[src/rtl/icache_lock_ctrl.sv]
module icache_lock_ctrl #(
  parameter int WORD_AW = 14,
  parameter int DATA_W  = 32,
  parameter int SETS    = 16,
  parameter int REG_AW  = 12,
  parameter logic [REG_AW-1:0] CTRL_ADDR = 12'h3E7
) (
  input  logic               clk,
  input  logic               rst_n,
  input  logic               fetch_req,
  input  logic [WORD_AW-1:0] fetch_addr,
  output logic               fetch_ready,
  output logic [DATA_W-1:0]  fetch_data,
  output logic               mem_req,
  output logic [WORD_AW-1:0] mem_addr,
  input  logic               mem_ready,
  input  logic [DATA_W-1:0]  mem_data,
  input  logic               reg_wr,
  input  logic [REG_AW-1:0]  reg_addr,
  input  logic [7:0]         reg_wdata,
  output logic [7:0]         reg_rdata
);
  localparam int SET_W = $clog2(SETS);
  localparam int TAG_W = WORD_AW - SET_W;

  typedef enum logic {S_IDLE, S_MISS} state_t;

  state_t              st_q;
  logic                rdy_q, mreq_q, mfill_q;
  logic [WORD_AW-1:0]  maddr_q;
  logic [DATA_W-1:0]   data_q;
  logic [7:0]          ctrl_q;
  logic [SETS-1:0]     lru_q;
  logic [SETS-1:0]     vld_q [2];
  logic [SETS-1:0]     lck_q [2];
  logic [SETS-1:0]     vld_d [2];
  logic [SETS-1:0]     lck_d [2];
  logic [TAG_W-1:0]    tag_q [2][SETS];
  logic [DATA_W-1:0]   dat_q [2][SETS];

  wire en     = ctrl_q[0];
  wire wr_ctl = reg_wr && (reg_addr == CTRL_ADDR);
  wire glob   = wr_ctl && reg_wdata[5] && reg_wdata[0];
  wire rel    = wr_ctl && reg_wdata[2];

  wire [SET_W-1:0] set_i = fetch_addr[SET_W-1:0];
  wire [TAG_W-1:0] tag_i = fetch_addr[WORD_AW-1:SET_W];
  wire hit0 = vld_q[0][set_i] && (tag_q[0][set_i] == tag_i);
  wire hit1 = vld_q[1][set_i] && (tag_q[1][set_i] == tag_i);
  wire hit  = en && (hit0 || hit1);
  wire take = (st_q == S_IDLE) && fetch_req && !rdy_q;

  wire [SET_W-1:0] fs = maddr_q[SET_W-1:0];
  wire l0 = lck_q[0][fs];
  wire l1 = lck_q[1][fs];
  logic vway;
  always_comb begin
    if (l0)                vway = 1'b1;
    else if (l1)           vway = 1'b0;
    else if (!vld_q[0][fs]) vway = 1'b0;
    else if (!vld_q[1][fs]) vway = 1'b1;
    else                   vway = lru_q[fs];
  end
  wire fill_go   = (st_q == S_MISS) && mem_ready && mfill_q && !(l0 && l1);
  wire fill_lock = ctrl_q[3] && ctrl_q[0];

  always_comb begin
    for (int w = 0; w < 2; w++) begin
      vld_d[w] = vld_q[w];
      lck_d[w] = lck_q[w];
    end
    if (fill_go) begin
      vld_d[vway][fs] = 1'b1;
      lck_d[vway][fs] = fill_lock;
    end
    for (int w = 0; w < 2; w++) begin
      if (glob) lck_d[w] = lck_d[w] | vld_d[w];
      if (rel)  lck_d[w] = '0;
    end
  end

  always_ff @(posedge clk) begin
    if (!rst_n) begin
      st_q    <= S_IDLE;
      rdy_q   <= 1'b0;
      mreq_q  <= 1'b0;
      mfill_q <= 1'b0;
      maddr_q <= '0;
      data_q  <= '0;
      ctrl_q  <= '0;
      lru_q   <= '0;
      for (int w = 0; w < 2; w++) begin
        vld_q[w] <= '0;
        lck_q[w] <= '0;
      end
    end else begin
      rdy_q <= 1'b0;
      for (int w = 0; w < 2; w++) begin
        vld_q[w] <= vld_d[w];
        lck_q[w] <= lck_d[w];
      end
      if (wr_ctl) ctrl_q <= reg_wdata & 8'hFB;
      case (st_q)
        S_IDLE: if (take) begin
          if (hit) begin
            rdy_q        <= 1'b1;
            data_q       <= hit1 ? dat_q[1][set_i] : dat_q[0][set_i];
            lru_q[set_i] <= !hit1;
          end else begin
            st_q    <= S_MISS;
            mreq_q  <= 1'b1;
            maddr_q <= fetch_addr;
            mfill_q <= en;
          end
        end
        S_MISS: if (mem_ready) begin
          mreq_q <= 1'b0;
          rdy_q  <= 1'b1;
          data_q <= mem_data;
          st_q   <= S_IDLE;
          if (fill_go) lru_q[fs] <= !vway;
        end
        default: st_q <= S_IDLE;
      endcase
    end
  end

  always_ff @(posedge clk) begin
    if (fill_go) begin
      tag_q[vway][fs] <= maddr_q[WORD_AW-1:SET_W];
      dat_q[vway][fs] <= mem_data;
    end
  end

  assign fetch_ready = rdy_q;
  assign fetch_data  = data_q;
  assign mem_req     = mreq_q;
  assign mem_addr    = maddr_q;
  assign reg_rdata   = (reg_addr == CTRL_ADDR) ? ctrl_q : 8'h00;


  rdy_pulse_chk: assert property (@(posedge clk) disable iff (!rst_n)
    fetch_ready |=> !fetch_ready);

  mem_hold_chk: assert property (@(posedge clk) disable iff (!rst_n)
    mem_req && !mem_ready |=> mem_req && $stable(mem_addr));

  lock_clear_chk: assert property (@(posedge clk) disable iff (!rst_n)
    wr_ctl && reg_wdata[2] |=> (lck_q[0] == '0) && (lck_q[1] == '0));

  locked_keep_chk: assert property (@(posedge clk) disable iff (!rst_n)
    fill_go |-> !lck_q[vway][fs]);

  hit_fast_chk: assert property (@(posedge clk) disable iff (!rst_n)
    take && hit |=> fetch_ready && !mem_req);

  bypass_chk: assert property (@(posedge clk) disable iff (!rst_n)
    take && !en |=> mem_req && !fetch_ready);
endmodule

[config.mk]
export PLATFORM = sky130hd
export DESIGN_NAME = icache_lock_ctrl
export DESIGN_NICKNAME = d
export VERILOG_FILES = /design/src/rtl/icache_lock_ctrl.sv
export SDC_FILE = /design/constraint.sdc
export NUM_CORES = 2
export LEC_CHECK = 0
export BUFFER_PORTS_ARGS = -buffer_cell sky130_fd_sc_hd__buf_2
export CAP_MARGIN = 20
export CORE_MARGIN = 5
export CORE_UTILIZATION = 50
export CTS_CLUSTER_DIAMETER = 40
export DETAILED_ROUTE_END_ITERATION = 8
export PLACE_DENSITY = 0.72
export SLEW_MARGIN = 20
export SYNTH_ARGS = -nofsm -noshare
export SYNTH_HDL_FRONTEND = slang
export SYNTH_SLANG_ARGS = --single-unit
[constraint.sdc]
create_clock -name clk -period 17.6 [get_ports clk]
set_input_delay 2.64 -clock clk [delete_from_list [all_inputs] [get_ports clk]]
set_output_delay 2.64 -clock clk [all_outputs]
set_load 0.03 [all_outputs]
==> results.md <==
- Global-route met3 utilization: 4.15%
- Main synth FF type: edfxtp_1
- Port-buffer cells: 125
- Hold_buf cts: 0
- Synth area leader: edfxtp_1
- Worst vdd ir: 0.0798 mV
- Skew final: 0.0201 ns
- Hold Crit Class: reg -> reg
- Clk Latency, worst-skew pair: 0.75 ns
- Worst-Margin Slew: 1.13 ns
- Die width: 352 µm
- Number of global-route vias before repair: 31700
- Placed cell count: 4402
- Worst Setup Slack, final: 10.25 ns
- Worst-path clk slew: 0.06 ns
- First-pass iteration count of the detailed router: 7
- Critical path arrival: 8.02 ns
- # IOs: 127
- Endpoints failing hold: 0
- Flop pwr share: 51.6%
- P_leak: 21.2 nW
- M1 GR Usage: 30.9%
- Crit-path max FO: 114
- CTS max path bufs: 3
- Top post-synthesis cells by area: edfxtp_1 69%, mux4_2 16%, dfxtp_1 4.7%, mux2i_1 1.1%, nor2_1 0.75%
- Layout net count: 3108
- Net Count, Synth: 2949
- Sum Neg Setup Slack: 0 ns
- Sw power: 0.00162 W
- Commonest non-fill, non-tap cell in the layout: edfxtp_1
- Area Growth Syn to Fin: 12.9%
- Fin. max-slew vios: 0
- Period Utilization, post-route: 41.8%
- Detailed Place HPWL: 71800 µm
- Number of synthesized flops with an enable pin: 1344
- Clock network power share: 43.8%
- Syn Std Cell Area: 58500 µm²
- Row Count: 125
- Outcome: completed
- Largest net degree at the start of global routing: 171
- Place WS: 9.38 ns
- Global Route met2 Usage: 39.8%
- Critical Path RT: 18.27 ns
- Comb pwr share: 4.6%
- Overflow after GRT: 0
- Total CTS buffers: 157
- # DRC: 0
- Sw frac: 21.7%
- CP endpoint kind: register
- Netlist cell types: 74
- Syn Inst Count: 2878
- Initial Util: 50.4%
- CTS tree: yes
- Max Freq: 0.136 GHz
- Root Driver: clkbuf_16
- CP Launch Type: input pin
- GR peak layer: met2
- Setup repair bufs after CTS: 0
- DRT iter0 DRCs: 4176
- Post-Syn Area per Cell: 20.3 µm²
- Relative slew slack: 24.6%
- Share of the synthesized area in the top cell type: 69.0%
- # setup viols final: 0
- FFs w/ async S/R, synth: 0%
- Layout cells sized above 1: 29.0%
- Post-cts sizing count: 0
- Post-Route WL: 147000 µm
- H-tree depth: 4
- Critical path class: in -> reg
- Pwr dens: 113 nW/µm²
- Seq/Total Area, Yosys: 73.6%
- Die H: 352 µm
- RSZ-0062 raised after global routing: false
- Core ar.: 116000 µm²
- Clock Sink Count: 1481
- Die ar.: 124000 µm²
- First-pass GRT wire length: 216000 µm
- Max Cap Viol: 0
- Yosys reg bits: 1481
- DR WL/cell: 31.3 µm
- Tot GR Track Use: 23.6%
- Post-Layout Cell Count: 4698
- DR vias/cell: 6.54
- Final GP Congestion: 0.853
- P_int: 0.00586 W
- ANT nets after route: 0
- DR vias: 30700
- Final min period: 7.35 ns
- YS warnings: 0
- Most frequent cells in the layout: 1344 x edfxtp_1, 414 x mux4_2, 161 x clkbuf_16
- Initial antenna violation count: 11
-- power groups by stage --
stage / logic [W] / clock network, W / registers, W
final: 0.000343 / 0.00328 / 0.00386
after global routing: 0.000366 / 0.00348 / 0.00386
after CTS: 0.000343 / 0.00332 / 0.00386
after detailed placement: 0.000341 / 0 / 0.00394
after global placement: 0.000333 / 0 / 0.00393
after floorplan: 0.000219 / 0 / 0.00394
-- cell type report --
class / instances / area (µm²)
well taps: 1524 / 1910
repair buffers: 183 / 1120
multi-input cells: 1154 / 14500
flip-flops and latches: 1481 / 43100
clock buffers: 193 / 4190
inverters: 60 / 231
diodes: 2 / 5.00
clock inverters: 101 / 1010
fillers: 8193 / 50100
-- routing by layer --
metal | wire length, µm | vias up
li1 | - | 12400
met1 | 53600 | 16100
met2 | 73500 | 1908
met3 | 13900 | 392
met4 | 6290 | 4
met5 | 34 | -
-- cell families (layout without fill, tap and decap cells) --
group                     after synthesis  after routing  synth area share (%)
xor gates and xnor gates               22             22                 0.329
AOI/OAI and AO/OA                     301            301                  3.98
and+or+nand+nor                       341            341                  2.86
buffers and inverters                 243            537                  1.94
other                                   1              3               0.00641
DFF                                  1481           1481                  73.6
muxes                                 489            489                  17.2
-- synth_stat cells, drive strengths merged (13+ instances only) --
cell type	instances
o21ai	19
a221oi	36
a221o	40
nor2	118
dfxtp	137
nand3	52
and2	46
xnor2	19
clkbuf	106
buf	77
mux4	414
o21a	18
a211oi	59
nand2	58
a21oi	55
o22ai	13
nor3	18
edfxtp	1344
inv	56
mux2i	66
-- state kept, by name, indices dropped and copies added, names as in the netlist --
signal       count
mfill_q          1
lck_q           32
st_q             1
lru_q           16
tag_q          320
fetch_ready      1
mem_addr        14
dat_q         1024
mem_req          1
vld_q           32
ctrl_q           7
fetch_data      32
-- worst max-delay path, stage by stage --
cell and delay [ns]:
buf_8 0.55, buf_4 0.81, buf_12 0.67, mux4_2 0.59
nor2_1 0.14, or4_1 0.16, nand3_1 0.07, or4_1 0.53
nor4_1 0.50, o21ai_4 0.08, buf_4 0.38, a221o_1 0.46
a21oi_1 0.15
-- path summary, 6_finish.rpt --
| path | from | endpoint | slack (ns) | depth (start not counted) |
|---|---|---|---|---|
| min | fetch_data[24] | fetch_data[24] | 0.47 | 2 |
| max reg2reg | mem_addr[1] | dat_q[1][323] | 12.38 | 8 |
| min reg2reg | fetch_data[24] | fetch_data[24] | 0.47 | 2 |
| max | fetch_addr[0] | fetch_data[2] | 10.25 | 13 |
-- metrics by stage --
step | hold slack (ns) | util [%] | instance area [µm²] | total power [W]
detailed placement | 0.463 | 52.4 | 60800 | 0.00428
floorplan | 0.447 | - | 58500 | 0.00416
global placement | 0.461 | 52.3 | 60800 | 0.00427
global route | 0.493 | 56.9 | 66100 | 0.00771
CTS | 0.472 | 56.8 | 66000 | 0.00752
finish | 0.472 | 56.9 | 66100 | 0.00748
Power figures use the tool's default switching activity.
